<file path="config.mk">
export PLATFORM = sky130hd
export DESIGN_NAME = dram_strobe_ctrl
export DESIGN_NICKNAME = d
export VERILOG_FILES = /design/src/rtl/dram_ctrl_pkg.sv /design/src/rtl/slot_sequencer.sv /design/src/rtl/refresh_counter.sv /design/src/rtl/addr_capture.sv /design/src/rtl/strobe_gen.sv /design/src/rtl/dram_strobe_ctrl.sv
export SDC_FILE = /design/constraint.sdc
export NUM_CORES = 1
export LEC_CHECK = 0
export ABC_AREA = 1
export BUFFER_PORTS_ARGS = -buffer_cell sky130_fd_sc_hd__buf_2
export CAP_MARGIN = 20
export CORE_UTILIZATION = 59
export DETAILED_ROUTE_END_ITERATION = 8
export GPL_TIMING_DRIVEN = 0
export PLACE_DENSITY_LB_ADDON = 0.15
export SLEW_MARGIN = 20
export SYNTH_ARGS = -nofsm -noshare
export SYNTH_HDL_FRONTEND = slang
export SYNTH_HIERARCHICAL = 1
export SYNTH_SLANG_ARGS = --single-unit
</file>
<file path="constraint.sdc">
create_clock -name clk -period 3.4 [get_ports clk]
set_clock_uncertainty 0.05 [all_clocks]
set_input_delay 1.02 -clock clk [delete_from_list [all_inputs] [get_ports clk]]
set_output_delay 1.02 -clock clk [all_outputs]
set_load 0.05 [all_outputs]
</file>
<file path="src/rtl/dram_ctrl_pkg.sv">
// Package: shared phase encoding for the DRAM strobe controller.
// Assumes every phase lasts one fast-clock period.
package dram_ctrl_pkg;

    typedef enum logic [2:0] {
        PH_IDLE  = 3'd0,
        PH_SETUP = 3'd1,
        PH_RAS   = 3'd2,
        PH_MUX   = 3'd3,
        PH_CAS   = 3'd4,
        PH_PRE   = 3'd5
    } phase_t;

endpackage

</file>
<file path="src/rtl/slot_sequencer.sv">
// Slot sequencer: steps a refresh slot then an access slot through the
// five phases on each accepted start pulse. Assumes the start pulse is
// only honoured while idle; pulses during a cycle are dropped.
module slot_sequencer
    import dram_ctrl_pkg::*;
(
    input  logic   clk,
    input  logic   rst_n,
    input  logic   cyc_start,
    output phase_t phase,
    output logic   rfsh_slot,
    output logic   accept,
    output logic   rfsh_adv
);

    phase_t phase_q;
    logic   rfsh_q;

    assign phase     = phase_q;
    assign rfsh_slot = rfsh_q;
    assign accept    = (phase_q == PH_IDLE) && cyc_start;
    assign rfsh_adv  = (phase_q == PH_PRE) && rfsh_q;

    // Purpose: advance phase and slot type each fast clock.
    always_ff @(posedge clk) begin
        if (!rst_n) begin
            phase_q <= PH_IDLE;
            rfsh_q  <= 1'b0;
        end else begin
            unique case (phase_q)
                PH_IDLE: begin
                    if (cyc_start) begin
                        phase_q <= PH_SETUP;
                        rfsh_q  <= 1'b1;
                    end
                end
                PH_SETUP: phase_q <= PH_RAS;
                PH_RAS:   phase_q <= PH_MUX;
                PH_MUX:   phase_q <= PH_CAS;
                PH_CAS:   phase_q <= PH_PRE;
                PH_PRE: begin
                    if (rfsh_q) begin
                        phase_q <= PH_SETUP;
                        rfsh_q  <= 1'b0;
                    end else begin
                        phase_q <= PH_IDLE;
                    end
                end
                default: phase_q <= PH_IDLE;
            endcase
        end
    end

    // a start pulse in mid-cycle does not restart the sequence.
    a_r9_busy_ignore: assert property (@(posedge clk) disable iff (!rst_n)
        (phase_q == PH_RAS) |=> (phase_q == PH_MUX));

    // the refresh slot always hands over to the access slot.
    a_r9_slot_order: assert property (@(posedge clk) disable iff (!rst_n)
        (phase_q == PH_PRE && rfsh_q) |=> (phase_q == PH_SETUP && !rfsh_q));

endmodule

</file>
<file path="src/rtl/refresh_counter.sv">
// Refresh row counter: free-running row index, advanced once at the end
// of every refresh slot. Assumes ROW_W rows bits cover the device rows.
module refresh_counter #(
    parameter int ROW_W = 7
) (
    input  logic             clk,
    input  logic             rst_n,
    input  logic             adv,
    output logic [ROW_W-1:0] row
);

    logic [ROW_W-1:0] row_q;

    assign row = row_q;

    // Purpose: step the refresh row, wrapping at 2**ROW_W.
    always_ff @(posedge clk) begin
        if (!rst_n) begin
            row_q <= '0;
        end else if (adv) begin
            row_q <= row_q + ROW_W'(1);
        end
    end

    // the row only moves when a refresh slot completes.
    a_r3_row_holds: assert property (@(posedge clk) disable iff (!rst_n)
        !adv |=> $stable(row_q));

endmodule

</file>
<file path="src/rtl/addr_capture.sv">
// Address capture: latches the CPU address and write flag on an accepted
// start and splits it into row, column, bank and upper-half fields.
// Assumes AW >= 2*ROW_W + 2 so bank and upper bits sit above the column.
module addr_capture #(
    parameter int AW    = 16,
    parameter int ROW_W = 7
) (
    input  logic             clk,
    input  logic             rst_n,
    input  logic             accept,
    input  logic [AW-1:0]    cpu_addr,
    input  logic             cpu_wr,
    output logic [ROW_W-1:0] row,
    output logic [ROW_W-1:0] col,
    output logic             bank,
    output logic             upper,
    output logic             wr
);

    localparam int COL_LO   = ROW_W;
    localparam int BANK_BIT = 2 * ROW_W;
    localparam int UPPER_BIT = AW - 1;

    logic [AW-1:0] addr_q;
    logic          wr_q;

    // Purpose: hold the CPU request for the whole cycle.
    always_ff @(posedge clk) begin
        if (!rst_n) begin
            addr_q <= '0;
            wr_q   <= 1'b0;
        end else if (accept) begin
            addr_q <= cpu_addr;
            wr_q   <= cpu_wr;
        end
    end

    assign row   = addr_q[ROW_W-1:0];
    assign col   = addr_q[COL_LO +: ROW_W];
    assign bank  = addr_q[BANK_BIT];
    assign upper = addr_q[UPPER_BIT];
    assign wr    = wr_q;

    // the captured request is frozen outside an accepting edge.
    a_r10_hold: assert property (@(posedge clk) disable iff (!rst_n)
        !accept |=> ($stable(addr_q) && $stable(wr_q)));

endmodule

</file>
<file path="src/rtl/strobe_gen.sv">
// Strobe generator: decodes phase and slot into registered DRAM strobes,
// the address mux select and write enable. Assumes one bank per column
// strobe and that refresh never drives a column strobe.
module strobe_gen
    import dram_ctrl_pkg::*;
#(
    parameter int ROW_W = 7,
    parameter int NBANK = 2
) (
    input  logic             clk,
    input  logic             rst_n,
    input  phase_t           phase,
    input  logic             rfsh_slot,
    input  logic [ROW_W-1:0] rrow,
    input  logic [ROW_W-1:0] row,
    input  logic [ROW_W-1:0] col,
    input  logic             bank,
    input  logic             upper,
    input  logic             wr,
    output logic [ROW_W-1:0] ma,
    output logic             ras_n,
    output logic [NBANK-1:0] cas_n,
    output logic             we_n,
    output logic             rfsh_en
);

    logic             strobe_ph;
    logic             col_ph;
    logic             active;
    logic             ras_d;
    logic             rfe_d;
    logic [NBANK-1:0] cas_d;
    logic [ROW_W-1:0] ma_d;
    logic             we_d;

    logic [ROW_W-1:0] ma_q;
    logic             ras_q;
    logic [NBANK-1:0] cas_q;
    logic             we_q;
    logic             rfe_q;

    // Purpose: classify the current phase.
    always_comb begin
        strobe_ph = (phase == PH_RAS) || (phase == PH_MUX) || (phase == PH_CAS);
        col_ph    = (phase == PH_MUX) || (phase == PH_CAS);
        active    = (phase != PH_IDLE);
    end

    // Purpose: row strobe and refresh-address gate for the next clock.
    always_comb begin
        ras_d = strobe_ph && (rfsh_slot || !upper);
        rfe_d = rfsh_slot && active && (phase != PH_PRE);
    end

    // Purpose: one column strobe per bank, picked by the bank bit.
    for (genvar b = 0; b < NBANK; b++) begin : g_cas
        assign cas_d[b] = (phase == PH_CAS) && !rfsh_slot && !upper
                          && (bank == b[0]);
    end

    // Purpose: address mux and write enable for the next clock.
    always_comb begin
        if (!active)
            ma_d = '0;
        else if (rfsh_slot)
            ma_d = rrow;
        else if (col_ph)
            ma_d = col;
        else
            ma_d = row;
        we_d = (|cas_d) && wr;
    end

    // Purpose: register all memory-side outputs together.
    always_ff @(posedge clk) begin
        if (!rst_n) begin
            ma_q  <= '0;
            ras_q <= 1'b0;
            cas_q <= '0;
            we_q  <= 1'b0;
            rfe_q <= 1'b0;
        end else begin
            ma_q  <= ma_d;
            ras_q <= ras_d;
            cas_q <= cas_d;
            we_q  <= we_d;
            rfe_q <= rfe_d;
        end
    end

    assign ma      = ma_q;
    assign ras_n   = ~ras_q;
    assign cas_n   = ~cas_q;
    assign we_n    = ~we_q;
    assign rfsh_en = rfe_q;

    // never more than one bank strobe at a time.
    a_r5_one_cas: assert property (@(posedge clk) disable iff (!rst_n)
        $onehot0(cas_q));

    // a column strobe only inside a row strobe.
    a_r7_cas_in_ras: assert property (@(posedge clk) disable iff (!rst_n)
        (|cas_q) |-> ras_q);

    // the row strobe was already low before the column strobe fell.
    a_r7_ras_first: assert property (@(posedge clk) disable iff (!rst_n)
        ((|cas_q) && !$past(|cas_q)) |-> $past(ras_q));

    // a refresh pulse carries no column strobe.
    a_r2_rfsh_no_cas: assert property (@(posedge clk) disable iff (!rst_n)
        rfe_q |-> (cas_q == '0));

    // write enable only together with a column strobe.
    a_r8_we_with_cas: assert property (@(posedge clk) disable iff (!rst_n)
        we_q |-> (|cas_q));

endmodule

</file>
<file path="src/rtl/dram_strobe_ctrl.sv">
// Top: two-bank DRAM strobe controller with one hidden refresh slot and
// one access slot per CPU cycle. Assumes a CPU cycle start pulse no more
// often than the 11-clock cycle length; earlier pulses are dropped.
module dram_strobe_ctrl #(
    parameter int AW    = 16,
    parameter int ROW_W = 7
) (
    input  logic             clk,
    input  logic             rst_n,
    input  logic             cyc_start,
    input  logic [AW-1:0]    cpu_addr,
    input  logic             cpu_wr,
    output logic [ROW_W-1:0] ma,
    output logic             ras_n,
    output logic [1:0]       cas_n,
    output logic             we_n,
    output logic             rfsh_en
);

    import dram_ctrl_pkg::*;

    localparam int NBANK = 2;

    phase_t           phase;
    logic             rfsh_slot;
    logic             accept;
    logic             rfsh_adv;
    logic [ROW_W-1:0] rrow;
    logic [ROW_W-1:0] row;
    logic [ROW_W-1:0] col;
    logic             bank;
    logic             upper;
    logic             wr;

    slot_sequencer u_seq (
        .clk       (clk),
        .rst_n     (rst_n),
        .cyc_start (cyc_start),
        .phase     (phase),
        .rfsh_slot (rfsh_slot),
        .accept    (accept),
        .rfsh_adv  (rfsh_adv)
    );

    refresh_counter #(.ROW_W(ROW_W)) u_rcnt (
        .clk   (clk),
        .rst_n (rst_n),
        .adv   (rfsh_adv),
        .row   (rrow)
    );

    addr_capture #(.AW(AW), .ROW_W(ROW_W)) u_cap (
        .clk      (clk),
        .rst_n    (rst_n),
        .accept   (accept),
        .cpu_addr (cpu_addr),
        .cpu_wr   (cpu_wr),
        .row      (row),
        .col      (col),
        .bank     (bank),
        .upper    (upper),
        .wr       (wr)
    );

    strobe_gen #(.ROW_W(ROW_W), .NBANK(NBANK)) u_stb (
        .clk       (clk),
        .rst_n     (rst_n),
        .phase     (phase),
        .rfsh_slot (rfsh_slot),
        .rrow      (rrow),
        .row       (row),
        .col       (col),
        .bank      (bank),
        .upper     (upper),
        .wr        (wr),
        .ma        (ma),
        .ras_n     (ras_n),
        .cas_n     (cas_n),
        .we_n      (we_n),
        .rfsh_en   (rfsh_en)
    );

    // no column strobe ever for an upper-half request.
    a_r6_upper_quiet: assert property (@(posedge clk) disable iff (!rst_n)
        upper |-> (cas_n == 2'b11 || phase == PH_SETUP || phase == PH_IDLE));

endmodule

</file>
==> impl_metrics.sql <==
INSERT INTO impl_metrics (metric_group, metric, value, unit) VALUES
('global_route', 'grtUsageTotal', '22.4', '%'),
('detailed_routing', 'route.vias.total', '1592', ''),
('clocking', 'post_cts.resized_instances', '0', ''),
('floorplan', 'chipWidth', '57.7', 'um'),
('hold_path', 'holdCritPathClass', 'reg -> reg', ''),
('clocking', 'cts_tree', 'yes', ''),
('flow_run', 'timing.max_cap.violations', '0', ''),
('place', 'placed_area', '2020', 'sq um'),
('sta', 'worst_pin_slew', '0.478', 'ns'),
('sta', 'achievable-frequency', '0.499', 'GHz'),
('sta', 'hold-worst-slack', '0.382', 'ns'),
('power', 'power_switching', '350', 'uW'),
('floorplan', 'floorplan.die.height', '57.7', 'um'),
('setup_path', 'criticalPathCategory', 'reg -> out', ''),
('logic_synthesis', 'synth_sequential_area_ratio', '43.8', '%'),
('sta', 'min_period', '2.00', 'ns'),
('power', 'swShare', '33.4', '%'),
('place', 'dpl.cell_count', '327', ''),
('place', 'globalplace.congestion', '0.747', ''),
('global_route', 'global_route_wire_length_before_repair', '5.73', 'mm'),
('global_route', 'initial_antenna_violation_count', '0', ''),
('final_layout', 'fin_nets', '324', ''),
('setup_path', 'critPathLaunchType', 'register', ''),
('outcome', 'status', 'finished clean', ''),
('place', 'detailedPlacementHpwl', '2.37', 'mm'),
('power', 'power_leakage', '1.09', 'nW'),
('logic_synthesis', 'avgSynthCellArea', '6.90', 'sq um'),
('sta', 'timing.final.max_slew_violations', '0', ''),
('final_layout', 'filler_cell_count', '258', ''),
('clocking', 'clk_path_buf_depth', '2', ''),
('sta', 'report.final.setup_viol', '0', ''),
('logic_synthesis', 'post_synth_instance_area', '1830', 'sq um'),
('final_layout', 'highest_count_cells_in_the_layout_ignoring_fill_and_taps', 'sky130_fd_sc_hd__nor2_1 (61), sky130_fd_sc_hd__nand2_1 (58), sky130_fd_sc_hd__inv_1 (41)', ''),
('detailed_routing', 'detail_route.wl_per_cell', '9.71', 'um'),
('final_layout', 'fin_area', '2070', 'sq um'),
('floorplan', 'initial_core_util', '64.1', '%'),
('power', 'combPwrFrac', '26.3', '%'),
('power', 'power.share.clock', '20.5', '%'),
('clocking', 'cts_made_buffers', '5', ''),
('floorplan', 'die_area', '3330', 'sq um'),
('detailed_routing', 'antenna_left', '0', ''),
('floorplan', 'num_io_pins', '32', ''),
('sta', 'finalCritPeriodShare', '59.0', '%'),
('detailed_routing', 'drt_first_pass_iters', '4', ''),
('power', 'intPower', '697', 'uW'),
('logic_synthesis', 'syn_inst', '265', ''),
('global_route', 'overflow_left_after_global_routing', '0', ''),
('clocking', 'cts.htree.levels', '2', ''),
('sta', 'finalHoldViolations', '0', ''),
('clocking', 'post_cts.repair.setup_buffers', '0', ''),
('setup_path', 'cp-end-kind', 'output pin', ''),
('power', 'pwr-share-seq', '53.2', '%'),
('final_layout', 'post_route_cells_drive_above_1_share', '20.1', '%'),
('place', 'portBuffers', '31', ''),
('logic_synthesis', 'synth-seq-cells', '40', ''),
('setup_path', 'worstPathMaxFanout', '1', ''),
('clocking', 'cts-hold-fix-buffers', '0', ''),
('global_route', 'grt_max_degree', '15', ''),
('logic_synthesis', 'syn-num-nets', '286', ''),
('logic_synthesis', 'netlist-cell-type-count', '22', ''),
('sta', 'setup_total_negative_slack', '0', 'ns'),
('final_layout', 'syn_to_final_growth', '13.1', '%'),
('detailed_routing', 'detailed_route_drc_error_count', '0', ''),
('final_layout', 'antenna_cells_inserted', '0', ''),
('logic_synthesis', 'yosys_warnings', '6', ''),
('detailed_routing', 'dr.first_iter.drc_count', '70', ''),
('global_route', 'via_count_of_the_first_global_routing_pass', '1304', ''),
('setup_path', 'worstPathRequired', '2.33', 'ns'),
('power', 'cellPowerDensity', '506', 'nW/um^2'),
('detailed_routing', 'routed_vias_inst', '4.77', ''),
('clocking', 'ctsRootBufferMaster', 'sky130_fd_sc_hd__clkbuf_4', ''),
('power', 'worst_ir_drop_vdd', '0.259', 'mV'),
('sta', 'grt_setup_unrepaired', 'no', ''),
('floorplan', 'num_rows', '19', ''),
('setup_path', 'critical_path_arrival', '0.93', 'ns'),
('clocking', 'cts.clk_slew.worst_paths', '0.10', 'ns'),
('clocking', 'clk_latency', '0.34', 'ns'),
('sta', 'slew_headroom', '68.1', '%'),
('final_layout', 'final_cells', '334', ''),
('floorplan', 'placeable_core_area', '2850', 'sq um'),
('final_layout', 'layout_commonest_cell', 'sky130_fd_sc_hd__nor2_1', ''),
('clocking', 'clkSinkCount', '40', ''),
('detailed_routing', 'totalWireLength', '3.24', 'mm');
[cell families (layout without fill, tap and decap cells)]
family,count (synthesis),after routing,synth area share (%)
AOI/OAI and AO/OA,15,15,4.72
adders and majority gates,1,1,0.684
buffers and inverters,50,88,12.8
DFF,40,40,43.8
and+or+nand+nor,159,159,38.0
[through the flow]
step	util, %	total power [mW]	setup WS, ns
after floorplan	-	0.779	1.74
after global placement	70.9	0.834	1.49
after detailed placement	70.9	0.842	1.46
after CTS	72.5	1.06	1.38
after global routing	72.5	1.12	1.34
final	72.5	1.05	1.40
[metal layers]
layer	vias to the layer above	global-route usage (%)	part of all wire (%)
met1	674	29.9	51
met5	-	0	0
li1	880	-	-
met2	32	35.0	44
met3	6	6.03	3.6
met4	0	8.16	1.5
[path summary, 6_finish.rpt]
kind                                             startpoint                    endpoint  slack [ns]  cells after the start
worst min-delay path                  u_cap/wr$_SDFFE_PN0P_       u_stb/we_q$_SDFF_PN0_        0.38                      2
worst max register to register  u_seq/phase[0]$_SDFFE_PN0P_  u_rcnt/row[5]$_SDFFE_PN0P_        1.83                      7
worst max-delay path              u_stb/cas_q[0]$_SDFF_PN0_                    cas_n[0]        1.40                      2
worst min register to register        u_cap/wr$_SDFFE_PN0P_       u_stb/we_q$_SDFF_PN0_        0.38                      2
[Yosys cell counts (all sizes together)]
| master | number | area, sq um |
|---|---|---|
| nor2 | 67 | 282 |
| a21oi | 8 | 40.0 |
| nand3b | 1 | 7.51 |
| nor3b | 1 | 7.51 |
| dfxtp | 40 | 801 |
| nand3 | 27 | 150 |
| inv | 43 | 161 |
| nand4 | 1 | 6.26 |
| a211oi | 1 | 12.5 |
| nand2 | 62 | 243 |
| o21ai | 6 | 33.8 |
| buf | 7 | 72.6 |
| ha | 1 | 12.5 |
[worst max-delay path, cell delays in order (launching register included)]
cell and delay [ns]:
sky130_fd_sc_hd__dfxtp_1 0.32, sky130_fd_sc_hd__inv_1 0.04, sky130_fd_sc_hd__buf_2 0.24
[registers in the layout, summed over array words and instances (netlist names)]
signal,count
u_cap/addr_q,16
u_rcnt/row,7
u_stb/ma,7
u_seq/phase,3
u_stb/cas_q,2
u_cap/wr,1
u_seq/rfsh_slot,1
u_stb/ras_q,1
u_stb/rfsh_en,1
u_stb/we_q,1
[cell type report]
type | count | area, sq um | share of cell area (%)
Timing Repair Buffer | 31 | 155 | 7.50
Inverter | 43 | 161 | 7.80
Clock inverter | 1 | 5.00 | 0.242
Tap cell | 31 | 38.8 | 1.87
Sequential cell | 40 | 801 | 38.7
Multi-Input combinational cell | 175 | 795 | 38.4
Buffer | 7 | 72.6 | 3.51
Clock buffer | 6 | 41.3 | 2.00
[power by group through the flow]
stage	combinational [mW]	sequential (mW)	clock, mW
floorplan	0.186	0.594	0
global placement	0.269	0.565	0
detailed placement	0.274	0.567	0
CTS	0.276	0.557	0.224
global route	0.313	0.562	0.245
finish	0.276	0.556	0.214
Power figures use the tool's default switching activity.
